==> src/rtl/tiny_uart_pkg.sv <==
package tiny_uart_pkg;
  localparam logic [7:0] ADDR_CTRL  = 8'h80;
  localparam logic [7:0] ADDR_DATA  = 8'h81;
  localparam int DATA_BITS   = 8;
  localparam int FRAME_BITS  = DATA_BITS + 2;
  localparam int ST_RDY_BIT  = 0;
  localparam int ST_TXE_BIT  = 1;
  localparam int CMD_RTS_BIT = 6;
  localparam int CMD_IE_BIT  = 7;

  typedef enum logic [1:0] {
    RX_IDLE  = 2'd0,
    RX_START = 2'd1,
    RX_DATA  = 2'd2,
    RX_STOP  = 2'd3
  } rx_state_e;
endpackage

==> src/rtl/tiny_uart_tx.sv <==
module tiny_uart_tx
  import tiny_uart_pkg::*;
#(
  parameter int DIV = 868
) (
  input  logic                 clk,
  input  logic                 rst,
  input  logic                 start,
  input  logic [DATA_BITS-1:0] data,
  output logic                 busy,
  output logic                 txd
);
  localparam int CNT_W = (DIV > 1) ? $clog2(DIV) : 1;
  localparam int IDX_W = $clog2(FRAME_BITS);
  localparam logic [CNT_W-1:0] CNT_LAST = CNT_W'(DIV - 1);
  localparam logic [IDX_W-1:0] IDX_LAST = IDX_W'(FRAME_BITS - 1);

  logic [CNT_W-1:0]   cnt;
  logic [IDX_W-1:0]   idx;
  logic [DATA_BITS:0] shreg;

  always_ff @(posedge clk) begin
    if (rst) begin
      busy  <= 1'b0;
      txd   <= 1'b1;
      cnt   <= '0;
      idx   <= '0;
      shreg <= '1;
    end else if (!busy) begin
      if (start) begin
        busy  <= 1'b1;
        txd   <= 1'b0;
        shreg <= {1'b1, data};
        cnt   <= '0;
        idx   <= '0;
      end
    end else if (cnt == CNT_LAST) begin
      cnt <= '0;
      if (idx == IDX_LAST) begin
        busy <= 1'b0;
        txd  <= 1'b1;
      end else begin
        txd   <= shreg[0];
        shreg <= {1'b1, shreg[DATA_BITS:1]};
        idx   <= idx + 1'b1;
      end
    end else begin
      cnt <= cnt + 1'b1;
    end
  end
endmodule

==> src/rtl/tiny_uart_rx.sv <==
module tiny_uart_rx
  import tiny_uart_pkg::*;
#(
  parameter int DIV = 868
) (
  input  logic                 clk,
  input  logic                 rst,
  input  logic                 rxd,
  output logic                 valid,
  output logic [DATA_BITS-1:0] byte_out
);
  localparam int CNT_W = (DIV > 1) ? $clog2(DIV) : 1;
  localparam int IDX_W = $clog2(DATA_BITS);
  localparam logic [CNT_W-1:0] CNT_LAST = CNT_W'(DIV - 1);
  localparam logic [CNT_W-1:0] CNT_HALF = CNT_W'(DIV / 2 - 1);
  localparam logic [IDX_W-1:0] IDX_LAST = IDX_W'(DATA_BITS - 1);

  logic             sync1, sync2, prev;
  logic             fall;
  rx_state_e        state;
  logic [CNT_W-1:0] cnt;
  logic [IDX_W-1:0] idx;

  always_ff @(posedge clk) begin
    if (rst) begin
      sync1 <= 1'b1;
      sync2 <= 1'b1;
      prev  <= 1'b1;
    end else begin
      sync1 <= rxd;
      sync2 <= sync1;
      prev  <= sync2;
    end
  end

  assign fall = prev & ~sync2;

  always_ff @(posedge clk) begin
    if (rst) begin
      state    <= RX_IDLE;
      cnt      <= '0;
      idx      <= '0;
      valid    <= 1'b0;
      byte_out <= '0;
    end else begin
      valid <= 1'b0;
      unique case (state)
        RX_IDLE: begin
          cnt <= '0;
          if (fall) state <= RX_START;
        end
        RX_START: begin
          if (cnt == CNT_HALF) begin
            cnt   <= '0;
            idx   <= '0;
            state <= sync2 ? RX_IDLE : RX_DATA;
          end else begin
            cnt <= cnt + 1'b1;
          end
        end
        RX_DATA: begin
          if (cnt == CNT_LAST) begin
            cnt      <= '0;
            byte_out <= {sync2, byte_out[DATA_BITS-1:1]};
            if (idx == IDX_LAST) state <= RX_STOP;
            else                 idx   <= idx + 1'b1;
          end else begin
            cnt <= cnt + 1'b1;
          end
        end
        RX_STOP: begin
          if (cnt == CNT_LAST) begin
            cnt   <= '0;
            valid <= sync2;
            state <= RX_IDLE;
          end else begin
            cnt <= cnt + 1'b1;
          end
        end
        default: state <= RX_IDLE;
      endcase
    end
  end
endmodule

==> src/rtl/tiny_uart_regs.sv <==
module tiny_uart_regs
  import tiny_uart_pkg::*;
(
  input  logic                 clk,
  input  logic                 rst,
  input  logic [7:0]           io_addr,
  input  logic [7:0]           io_wdata,
  input  logic                 io_wr,
  input  logic                 io_rd,
  input  logic                 rx_valid,
  input  logic [DATA_BITS-1:0] rx_byte,
  input  logic                 tx_busy,
  output logic [7:0]           io_rdata,
  output logic                 soft_rst,
  output logic                 tx_start,
  output logic                 rts,
  output logic                 irq,
  output logic                 rdy,
  output logic                 ie
);
  logic                 ctrl_wr, data_rd, cmd_wr;
  logic                 rdy_n, ie_n;
  logic [DATA_BITS-1:0] rx_buf;
  logic                 loc_rst;

  assign ctrl_wr  = io_wr && (io_addr == ADDR_CTRL);
  assign soft_rst = ctrl_wr && (io_wdata[1:0] == 2'b11);
  assign cmd_wr   = ctrl_wr && !soft_rst;
  assign data_rd  = io_rd && (io_addr == ADDR_DATA);
  assign tx_start = io_wr && (io_addr == ADDR_DATA);
  assign loc_rst  = rst | soft_rst;

  always_comb begin
    rdy_n = rdy;
    if (data_rd)  rdy_n = 1'b0;
    if (rx_valid) rdy_n = 1'b1;
    ie_n = cmd_wr ? io_wdata[CMD_IE_BIT] : ie;
  end

  always_ff @(posedge clk) begin
    if (loc_rst) begin
      rdy    <= 1'b0;
      ie     <= 1'b0;
      rts    <= 1'b0;
      irq    <= 1'b0;
      rx_buf <= '0;
    end else begin
      rdy <= rdy_n;
      ie  <= ie_n;
      irq <= ie_n & rdy_n;
      if (cmd_wr)   rts    <= io_wdata[CMD_RTS_BIT];
      if (rx_valid) rx_buf <= rx_byte;
    end
  end

  always_ff @(posedge clk) begin
    if (rst) begin
      io_rdata <= '0;
    end else if (io_rd) begin
      unique case (io_addr)
        ADDR_CTRL: begin
          io_rdata             <= '0;
          io_rdata[ST_RDY_BIT] <= rdy;
          io_rdata[ST_TXE_BIT] <= ~tx_busy;
        end
        ADDR_DATA: io_rdata <= rx_buf;
        default:   io_rdata <= '0;
      endcase
    end
  end
endmodule

==> src/rtl/tiny_uart.sv <==
module tiny_uart
  import tiny_uart_pkg::*;
#(
  parameter int CLK_HZ = 100_000_000,
  parameter int BAUD   = 115_200
) (
  input  logic       clk,
  input  logic       rst,
  input  logic [7:0] io_addr,
  input  logic [7:0] io_wdata,
  input  logic       io_wr,
  input  logic       io_rd,
  output logic [7:0] io_rdata,
  input  logic       rxd,
  output logic       txd,
  output logic       rts,
  output logic       irq
);
  localparam int DIV = CLK_HZ / BAUD;

  logic                 soft_rst, core_rst;
  logic                 tx_start, tx_busy;
  logic                 rx_valid, rx_rdy, irq_en;
  logic [DATA_BITS-1:0] rx_byte;

  assign core_rst = rst | soft_rst;

  tiny_uart_regs u_regs (
    .clk      (clk),
    .rst      (rst),
    .io_addr  (io_addr),
    .io_wdata (io_wdata),
    .io_wr    (io_wr),
    .io_rd    (io_rd),
    .rx_valid (rx_valid),
    .rx_byte  (rx_byte),
    .tx_busy  (tx_busy),
    .io_rdata (io_rdata),
    .soft_rst (soft_rst),
    .tx_start (tx_start),
    .rts      (rts),
    .irq      (irq),
    .rdy      (rx_rdy),
    .ie       (irq_en)
  );

  tiny_uart_tx #(.DIV(DIV)) u_tx (
    .clk   (clk),
    .rst   (core_rst),
    .start (tx_start),
    .data  (io_wdata),
    .busy  (tx_busy),
    .txd   (txd)
  );

  tiny_uart_rx #(.DIV(DIV)) u_rx (
    .clk      (clk),
    .rst      (core_rst),
    .rxd      (rxd),
    .valid    (rx_valid),
    .byte_out (rx_byte)
  );
endmodule

==> config.mk <==
export PLATFORM = sky130hd
export DESIGN_NAME = tiny_uart
export DESIGN_NICKNAME = d
export VERILOG_FILES = /design/src/rtl/tiny_uart_pkg.sv /design/src/rtl/tiny_uart_tx.sv /design/src/rtl/tiny_uart_rx.sv /design/src/rtl/tiny_uart_regs.sv /design/src/rtl/tiny_uart.sv
export SDC_FILE = /design/constraint.sdc
export NUM_CORES = 1
export LEC_CHECK = 0
export BUFFER_PORTS_ARGS = -buffer_cell sky130_fd_sc_hd__buf_2
export CAP_MARGIN = 10
export CORE_MARGIN = 1.5
export CORE_UTILIZATION = 59
export DETAILED_ROUTE_END_ITERATION = 10
export PLACE_DENSITY = 0.89
export SLEW_MARGIN = 20
export SYNTH_ARGS = -nofsm -noshare
export SYNTH_HDL_FRONTEND = slang
export SYNTH_HIERARCHICAL = 1
export SYNTH_SLANG_ARGS = --single-unit
==> constraint.sdc <==
create_clock -name clk -period 2.67 [get_ports clk]
set_clock_uncertainty 0.15 [all_clocks]
set_input_delay 0.534 -clock clk [delete_from_list [all_inputs] [get_ports clk]]
set_output_delay 0.534 -clock clk [all_outputs]
set_load 0.005 [all_outputs]
Word-level counts from Yosys, hierarchy flattened
Index checks and enable logic that the tools add are counted.
Widths: inputs -> output; s select.
{"block": "classes", "n_eq_ne": 19, "muxes": 37, "add_sub_neg": 4, "bitwise": 7, "reduce_logical": 16}
{"cell": "$mux 10", "n": 5}
{"cell": "$mux 9", "n": 4}
{"cell": "$pmux 10 s3", "n": 1}
{"cell": "$add 10x1->10 const B", "n": 2}
{"cell": "$eq 10x10->1 const B", "n": 2}
{"cell": "$eq 8x8->1 const B", "n": 2}
{"cell": "$mux 4", "n": 4}
{"cell": "$pmux 8 s2", "n": 1}
{"cell": "$mux 2", "n": 6}
{"cell": "$mux 1", "n": 11}
{"cell": "$eq 10x9->1 const B", "n": 1}
{"cell": "$ne 2x1->1 const B", "n": 5}
{"cell": "$mux 3", "n": 3}
{"cell": "$pmux 2 s4", "n": 1}
{"cell": "$eq 2x2->1 const B", "n": 3}
{"cell": "$ne 2x2->1 const B", "n": 3}
{"cell": "$pmux 3 s2", "n": 1}
{"cell": "$logic_and 1x1->1", "n": 5}
{"cell": "$reduce_and 5->1", "n": 1}
{"cell": "$add 4x1->4 const B", "n": 1}
{"cell": "$eq 4x4->1 const B", "n": 1}
{"cell": "$not 1->1", "n": 4}
{"cell": "$reduce_and 2->1", "n": 2}
{"cell": "$reduce_and 4->1", "n": 1}
{"cell": "11 further kinds", "n": 13}
{"block": "totals", "word_cells": 102, "register_bits": 72, "in_bits": 21, "output_inout_bits": 11}

Depth between registers and ports, before layout
Gate-level depths: netlist of the first run.
{"block": "depth", "ltp_word": 7, "ltp_mapped": 7, "depth_no_buf": 7}

Cells and area by module
The synthesis of the first run kept the hierarchy.
{"mod": "tiny_uart_tx", "n_inst": 1, "seq_area_each_um2": 480.5, "cells_each": 149, "area_per_inst_um2": 1326.3}
{"mod": "tiny_uart_rx", "n_inst": 1, "seq_area_each_um2": 540.5, "cells_each": 119, "area_per_inst_um2": 1196.1}
{"mod": "tiny_uart_regs", "n_inst": 1, "seq_area_each_um2": 400.4, "cells_each": 93, "area_per_inst_um2": 850.8}
{"mod": "tiny_uart", "n_inst": 1, "seq_area_each_um2": 0.0, "cells_each": 1, "area_per_inst_um2": 6.3}

Worst setup path before layout of the first run
Ideal clock, no wire load.
{"block": "synth_path", "path_type": "in2reg", "from": "input port io_addr[5]", "to": "register u_tx.shreg[0]", "path_stages": 7, "path_buffers": 2, "setup_slack_ns": 0.408, "setup_time_ns": 0.071, "arrival_time_ns": 2.042, "path_cell_list": "nor4b_4 > nand2_4 > nor3_1 > or2_1 > clkbuf_1 > clkbuf_1 > o21bai_1"}
{"block": "synth_between", "elab_chain_len": 4, "word_cells_on_any_way": 8, "cone_classes": "eq/ne (2); bitwise (1); reduce/logical (5)"}
{"item": "start, declared", "line": "tiny_uart.sv:9", "rtl": "input logic [7:0] io_addr,"}
{"item": "$eq 8x8->1", "line": "tiny_uart_regs.sv:26", "rtl": "assign ctrl_wr = io_wr && (io_addr == ADDR_CTRL);"}
{"item": "$logic_and 1x1->1", "line": "tiny_uart_regs.sv:26"}
{"item": "$logic_and 1x1->1", "line": "tiny_uart_regs.sv:27", "rtl": "assign soft_rst = ctrl_wr && (io_wdata[1:0] == 2'b11);"}
{"item": "named net soft_rst", "line": "tiny_uart.sv:21", "rtl": "logic soft_rst, core_rst;"}
{"item": "$or 1x1->1", "line": "tiny_uart.sv:26", "rtl": "assign core_rst = rst | soft_rst;"}
{"item": "named net core_rst", "line": "tiny_uart.sv:21"}
{"item": "end signal, assigned", "line": "tiny_uart_tx.sv:33", "rtl": "shreg <= {1'b1, data};"}
{"item": "end signal, assigned", "line": "tiny_uart_tx.sv:44", "rtl": "shreg <= {1'b1, shreg[DATA_BITS:1]};"}
{"item": "end, declared", "line": "tiny_uart_tx.sv:20", "rtl": "logic [DATA_BITS:0] shreg;"}
The timed path passes the listed nets, and every way through them passes these cells.
A chain may end at the register's enable or synchronous reset.

Final worst setup path of the first run
{"block": "layout_path", "from": "register u_rx.cnt[0]", "to": "register u_rx.idx[0]"}
{"block": "layout_between", "elab_chain_len": 3, "word_cells_on_any_way": 5, "cone_classes": "eq/ne (4); reduce/logical (1)"}
{"item": "start, declared", "line": "tiny_uart_rx.sv:21", "rtl": "logic [CNT_W-1:0] cnt;"}
{"item": "start signal, assigned", "line": "tiny_uart_rx.sv:58", "rtl": "cnt <= cnt + 1'b1;"}
{"item": "start signal, assigned", "line": "tiny_uart_rx.sv:68", "rtl": "cnt <= cnt + 1'b1;"}
{"item": "start signal, assigned", "line": "tiny_uart_rx.sv:77", "rtl": "cnt <= cnt + 1'b1;"}
{"item": "$eq 10x10->1 / $eq 10x9->1 (equally long branches)", "line": "tiny_uart_rx.sv:62, tiny_uart_rx.sv:53"}
{"item": "$ne 2x1->1 (no line)"}
{"item": "$reduce_and 4->1 (no line) (*)"}
{"item": "end signal, assigned", "line": "tiny_uart_rx.sv:66", "rtl": "else idx <= idx + 1'b1;"}
{"item": "end, declared", "line": "tiny_uart_rx.sv:22", "rtl": "logic [IDX_W-1:0] idx;"}
Mark *: on every way between the ends. The rest lies on a longest branch, timed or not.

==> results.yml, run 1 <==
run_status:
  run_status: "finished clean"
critical_path:
  max_stage_delay_ns: 0.41
  timing.critical_path.max_delay_family: "simple AND/OR/NAND/NOR gates"
  critPathKind: "flip-flop to flip-flop"
  cpMaxStageDelayCell: "sky130_fd_sc_hd__dfxtp_1"
  critPathRequiredTime_ns: 2.75
  cp_cell_sequence: "ha_1, nand4bb_1, or2_2, o41ai_2, mux2_2"
  worstSetupEndpointType: "flip-flop"
  worst_ep_arrival_time_ns: 2.26
  critical_path_buf_inv_count: 0
  startpoint_type: "flip-flop"
  crit_fanout: 5
  reg2reg_setup_slack_ns: 0.49
cells_and_area:
  final_common_cell: "sky130_fd_sc_hd__dfxtp_1"
  post_route_cells_drive_above_1_share: 0.207
  design.final.nets: 420
  register_area_sq_um: 1420
  antennaDiodeCount: 0
  commonest_cells_after_routing_fill_and_taps_aside: "sky130_fd_sc_hd__dfxtp_1 (71), sky130_fd_sc_hd__nor2_1 (45), sky130_fd_sc_hd__buf_2 (31), sky130_fd_sc_hd__mux2i_1 (22), sky130_fd_sc_hd__a21oi_1 (19)"
  num-fill-cells: 410
  finalNonFillerCells: 469
  multi_input_comb_area_sq_um: 1840
  area_growth_syn_to_layout_pct: 12.8
yosys:
  syn-instance-count: 362
  post_synthesis_compound_gate_area_fraction: 0.137
  synth_area_in_simple_gates: 0.285
  synth_area_per_cell_sq_um: 9.34
  synth_async_sr_flop_share: 0
  synthFlopType: "sky130_fd_sc_hd__dfxtp_1"
  yosys.area_share.xor_xnor: 0.0233
  synth_warnings: 6
  synth_fp_nets: 390
  synth.area.mux_share: 0.0718
  synth_edf_count: 0
  yosys.area_share.adder: 0.0259
  synth_top_family_by_area: "simple AND/OR/NAND/NOR gates"
  yosysSeqAreaShare: 0.421
  flip_flop_and_latch_count_after_synthesis: 71
  synth_area_sq_um: 3380
  yosys.cell_types.count: 63
routing:
  ant_nets: 0
  drt_pass1_iterations: 4
  drt_iter0_drc: 129
  wl_per_cell_um: 14.4
  post_route_drc: 0
  drt-vias-per-instance: 5.80
  drt-total-wl_um: 6760
  vias: 2718
clock_tree:
  ctsLongestPathBuffers: 2
  numCtsBuffers: 9
  postCtsHoldBufs: 0
  cts_root_buffer: "sky130_fd_sc_hd__clkbuf_8"
  clkLatencyLatePin_ns: 0.34
  cts.sink_count: 71
  number_of_gates_resized_after_cts: 0
  clock_tree_from_tritoncts: "built"
  postCtsSetupBuffers: 0
  clock_tree.htree_level_count: 3
  cts.clk_slew.worst_paths_ns: 0.07
timing:
  setup_tns_ns: 0
  hold_viol: 0
  setup_violations: 0
  slew_headroom: 0.512
  slew_viol_final: 0
  post-route-min-period_ns: 2.18
  rsz0062_at_grt: "false"
  worstMarginPinSlew_ns: 0.727
  min_period_over_period: 0.817
  fmax_mhz: 458
placement:
  detailedPlacementHpwl_um: 4710
  gp_congestion: 0.838
  count_of_buffers_from_port_buffering: 31
  dp.cells: 453
die:
  i_o_pins: 32
  die_height_um: 78.7
  initial_utilization: 0.614
  die-area_sq_um: 6190
  die-width_um: 78.7
  core_area_sq_um: 5510
  fp-row-count: 27
global_routing:
  number_of_global_route_vias_before_repair: 2524
  antenna_violations_before_repair: 0
  grt_first_pass_wirelength_um: 11500
  grt_resource_usage_total: 0.238
  grt_start_max_net_pins: 21
  gr-total-overflow: 0
power_and_ir_drop:
  irDropWorstVdd_mv: 0.502
  p_leak_nw: 1.46
  p_per_area_nw_per_um2: 548
hold_path:
  hp-class: "input port to flip-flop"
job:
  drv.max_cap_violation_count: 0
## cell usage after synthesis (all sizes together), types with 7 or more instances
cell type | n | area (sq um)
nand2b | 10 | 62.6
nor2 | 45 | 169
nand3 | 15 | 75.1
ha | 7 | 87.6
inv | 7 | 26.3
and2 | 10 | 63.8
o21bai | 8 | 60.1
nand2 | 16 | 67.6
nor3 | 16 | 85.1
dfxtp | 71 | 1420
nand4 | 11 | 75.1
a221oi | 8 | 70.1
a21oi | 20 | 104
nor2b | 10 | 62.6
mux2i | 22 | 220
buf | 7 | 50.1
or2 | 7 | 43.8
clkbuf | 12 | 45.0
## worst paths after layout
check | startpoint | end | depth (start not counted)
max reg2reg | u_rx/cnt[0]$_SDFF_PP0_ | u_rx/idx[0]$_SDFFE_PP0P_ | 5
min | rxd | u_rx/sync1$_SDFF_PP1_ | 2
min reg2reg | u_rx/sync1$_SDFF_PP1_ | u_rx/sync2$_SDFF_PP1_ | 1
max | u_rx/cnt[0]$_SDFF_PP0_ | u_rx/idx[0]$_SDFFE_PP0P_ | 5
## logic make-up after synthesis
| group | Yosys count |
|---|---|
| XOR/XNOR | 9 |
| adder cells (fa/ha/maj) | 7 |
| multiplexers | 24 |
| AND/OR/NAND/NOR | 165 |
| buffers and inverters | 26 |
| flip-flops | 71 |
| AO/OA/AOI/OAI | 60 |
## metrics by stage
step                total power [mW]  setup slack [ns]  hold WS [ns]  utilization  cell area, sq um
global placement                1.15             0.251         0.252        0.651              3580
floorplan                       1.13             0.408         0.239            -              3380
detailed placement              1.15             0.161         0.251        0.651              3580
finish                          2.09             0.489         0.266        0.693              3810
global route                    2.17             0.402         0.246        0.693              3810
CTS                             2.12             0.490         0.239        0.693              3810
## where the power goes
part | switching (mW) | internal (mW) | leakage [nW]
combinational | 0.0375 | 0.0278 | 0.776
clock | 0.386 | 0.575 | 0.112
sequential | 0.00358 | 1.06 | 0.573
## layer usage
metal | track usage | wire length [um] | vias to the layer above
li1 | - | - | 1352
met1 | 0.290 | 2970 | 1311
met2 | 0.392 | 3420 | 47
met3 | 0.0756 | 257 | 8
met4 | 0.0857 | 105 | 0
met5 | 0 | 0 | -
## cell type report
class / instances / area share
tap: 72 / 0.0236
timing repair buffer: 38 / 0.0545
clock inverter: 5 / 0.0210
sequential: 71 / 0.373
inverter: 7 / 0.00689
clock buffer: 11 / 0.0397
multi-input combinational: 265 / 0.482
## flip-flops by register name, summed over array words and instances, names as in the netlist, 3 cells and up, named ones only
signal / cells
u_rx/cnt: 10
u_tx/idx: 4
u_regs/io_rdata: 8
u_tx/shreg: 8
u_rx/byte_out: 8
u_regs/rx_buf: 8
u_rx/idx: 3
u_tx/cnt: 10
Power figures use the tool's default switching activity.
==> run 2, diff against run 1 <==
Settings changed: ABC_AREA from default to 1.
Clock period 2.67 ns to 2.04 ns, I/O delays scaled along.
==> results.yml, run 2 <==
timing:
  hold_viol: 0
  setup_tns_ns: 0
  fmax_mhz: 553
  timing.final.ws_setup_ns: 0.232
  slew_viol_final: 0
  min_period_over_period: 0.886
  setup_violations: 0
  fin_worst_hold_slack_ns: 0.112
  post-route-min-period_ns: 1.81
  worstMarginPinSlew_ns: 0.423
  rsz0062_at_grt: "false"
  slew_headroom: 0.718
yosys:
  synth_fp_nets: 497
  flip_flop_and_latch_count_after_synthesis: 71
  yosysTopAreaCellShare: 0.420
  post-synth-top-count-cell: "sky130_fd_sc_hd__nand2_1"
  synth.cells.most_frequent: "sky130_fd_sc_hd__nand2_1 (126), sky130_fd_sc_hd__dfxtp_1 (71), sky130_fd_sc_hd__inv_1 (52), sky130_fd_sc_hd__nor2_1 (41), sky130_fd_sc_hd__a21oi_1 (40)"
  synthFlopType: "sky130_fd_sc_hd__dfxtp_1"
  synth_warnings: 6
  synth_edf_count: 0
  synth_top_cell_by_area: "sky130_fd_sc_hd__dfxtp_1"
  netlist_top_cells_area: "sky130_fd_sc_hd__dfxtp_1 (42%), sky130_fd_sc_hd__nand2_1 (14%), sky130_fd_sc_hd__a21oi_1 (5.9%)"
  syn-instance-count: 469
  synth_async_sr_flop_share: 0
  synth_area_per_cell_sq_um: 7.21
  yosysSeqAreaShare: 0.420
  yosys.cell_types.count: 37
  synth_area_sq_um: 3380
placement:
  placed_area_sq_um: 3600
  gp_congestion: 0.847
  placement_stage_worst_setup_slack_ns: 0.0190
  count_of_buffers_from_port_buffering: 31
  detailedPlacementHpwl_um: 4830
  dp.cells: 566
job:
  drv.max_cap_violation_count: 0
global_routing:
  number_of_global_route_vias_before_repair: 2893
  grt_first_pass_wirelength_um: 11900
  antenna_violations_before_repair: 0
  grt_start_max_net_pins: 17
  gr-total-overflow: 0
  grt_resource_usage_total: 0.241
cells_and_area:
  num-fill-cells: 423
  final_common_cell: "sky130_fd_sc_hd__nand2_1"
  largest_registers: "u_rx/cnt (10), u_tx/cnt (10)"
  antennaDiodeCount: 0
  design.final.nets: 533
  finalNonFillerCells: 582
  commonest_cells_after_routing_fill_and_taps_aside: "sky130_fd_sc_hd__nand2_1 (126), sky130_fd_sc_hd__dfxtp_1 (71), sky130_fd_sc_hd__inv_1 (52), sky130_fd_sc_hd__nor2_1 (41), sky130_fd_sc_hd__a21oi_1 (40)"
  utilization: 0.694
  final_design_area_no_fill_sq_um: 3820
  post_route_cells_drive_above_1_share: 0.182
  area_growth_syn_to_layout_pct: 13.0
  multi_input_comb_area_sq_um: 1660
  register_area_sq_um: 1420
clock_tree:
  cts_root_buffer: "sky130_fd_sc_hd__clkbuf_8"
  clock_tree.htree_level_count: 3
  numCtsBuffers: 9
  cts.sink_count: 71
  clkLatencyLatePin_ns: 0.36
  postCtsHoldBufs: 0
  number_of_gates_resized_after_cts: 0
  postCtsSetupBuffers: 0
  cts.clk_slew.worst_paths_ns: 0.08
  clock_tree_from_tritoncts: "built"
  ctsLongestPathBuffers: 2
hold_path:
  hold_end: "u_rx/sync1$_SDFF_PP1_"
  worst_hold_start: "rxd"
  hp-class: "input port to flip-flop"
  min_delay_path_depth: 2
critical_path:
  critPathRequiredTime_ns: 2.11
  worstSetupEndpointType: "flip-flop"
  startpoint_type: "flip-flop"
  reg2reg_from: "u_tx/cnt[0]$_SDFFE_PP0P_"
  reg2reg_setup_slack_ns: 0.23
  r2r-end: "u_tx/shreg[7]$_SDFFE_PP1P_"
  worst_ep_arrival_time_ns: 1.88
  crit_fanout: 12
  critPathKind: "flip-flop to flip-flop"
  r2r_cells: 8
power_and_ir_drop:
  irDropWorstVdd_mv: 0.479
  p_leak_nw: 1.63
  totalPowerFinal_mw: 2.75
  p_per_area_nw_per_um2: 719
routing:
  drt_iter0_drc: 175
  ant_nets: 0
  vias: 3077
  post_route_drc: 0
  drt_pass1_iterations: 5
  drt-total-wl_um: 6950
  wl_per_cell_um: 11.9
  drt-vias-per-instance: 5.29
die:
  die-width_um: 78.7
  core_area_sq_um: 5510
  die_height_um: 78.7
  fp-row-count: 27
  initial_utilization: 0.614
  die-area_sq_um: 6200
  i_o_pins: 32
run_status:
  run_status: "finished clean"
run 2: cell count changes in the layout (fill, tap and decap cells not counted), moves of 8 or more:
cell	delta
sky130_fd_sc_hd__a21oi_1	+21
sky130_fd_sc_hd__nor2_2	+8
sky130_fd_sc_hd__nand2_1	+111
sky130_fd_sc_hd__inv_1	+45
sky130_fd_sc_hd__nand2b_1	-10
sky130_fd_sc_hd__and2_1	-8
sky130_fd_sc_hd__nand3_1	+17
sky130_fd_sc_hd__nor2b_1	-10
sky130_fd_sc_hd__nand4_1	+8
sky130_fd_sc_hd__mux2i_1	-22
sky130_fd_sc_hd__nor3_1	-14
sky130_fd_sc_hd__a221oi_1	-8
run 2: cells by family after synthesis:
| family | share of synthesized area |
|---|---|
| and+or+nand+nor | 0.356 |
| buffers and inverters | 0.0895 |
| DFF | 0.420 |
| AOI/OAI and AO/OA | 0.0855 |
| xor gates and xnor gates | 0.0233 |
| adders and majority gates | 0.0259 |
run 2: cell type report:
class / instances / share of cell area
Tap cell: 72 / 0.0236
Sequential cell: 71 / 0.372
Timing Repair Buffer: 38 / 0.0543
Clock inverter: 7 / 0.0262
Multi-Input combinational cell: 326 / 0.434
Inverter: 59 / 0.0579
Clock buffer: 9 / 0.0324
run 2: routing by layer:
layer | track usage | wire, um | vias up
li1 | - | - | 1568
met1 | 0.277 | 3080 | 1399
met2 | 0.422 | 3350 | 91
met3 | 0.0460 | 368 | 19
met4 | 0.130 | 150 | 0
met5 | 0 | 0 | -
run 2: how the worst max path moves through the flow:
stage                                         from  slack, ns                    endpoint
final                     u_tx/cnt[0]$_SDFFE_PP0P_       0.23  u_tx/shreg[7]$_SDFFE_PP1P_
after global routing      u_tx/cnt[0]$_SDFFE_PP0P_       0.08  u_tx/shreg[3]$_SDFFE_PP1P_
after CTS                 u_tx/cnt[0]$_SDFFE_PP0P_       0.23  u_tx/shreg[0]$_SDFFE_PP1P_
after detailed placement                io_addr[1]       0.02  u_rx/state[0]$_SDFFE_PP0P_
after global placement                  io_addr[3]       0.08  u_tx/shreg[3]$_SDFFE_PP1P_
after floorplan                         io_addr[1]       0.25        u_tx/busy$_SDFF_PP0_
run 2: worst max-delay path, cell delays in order, from the launching register on:
cell and delay [ns]:
sky130_fd_sc_hd__dfxtp_1 0.39, sky130_fd_sc_hd__ha_1 0.20, sky130_fd_sc_hd__nand2_1 0.08, sky130_fd_sc_hd__nor2_2 0.15, sky130_fd_sc_hd__nand3_4 0.10, sky130_fd_sc_hd__nand2_4 0.14, sky130_fd_sc_hd__nand3_2 0.27, sky130_fd_sc_hd__nand2_1 0.14
sky130_fd_sc_hd__nand3_1 0.07
run 2: power by group:
group	internal, mW	leakage (nW)	switching [mW]	total, mW
sequential	1.39	0.573	0.00355	1.39
combinational	0.0338	0.944	0.0572	0.0910
clock	0.701	0.115	0.565	1.27
total	2.12	1.63	0.626	2.75
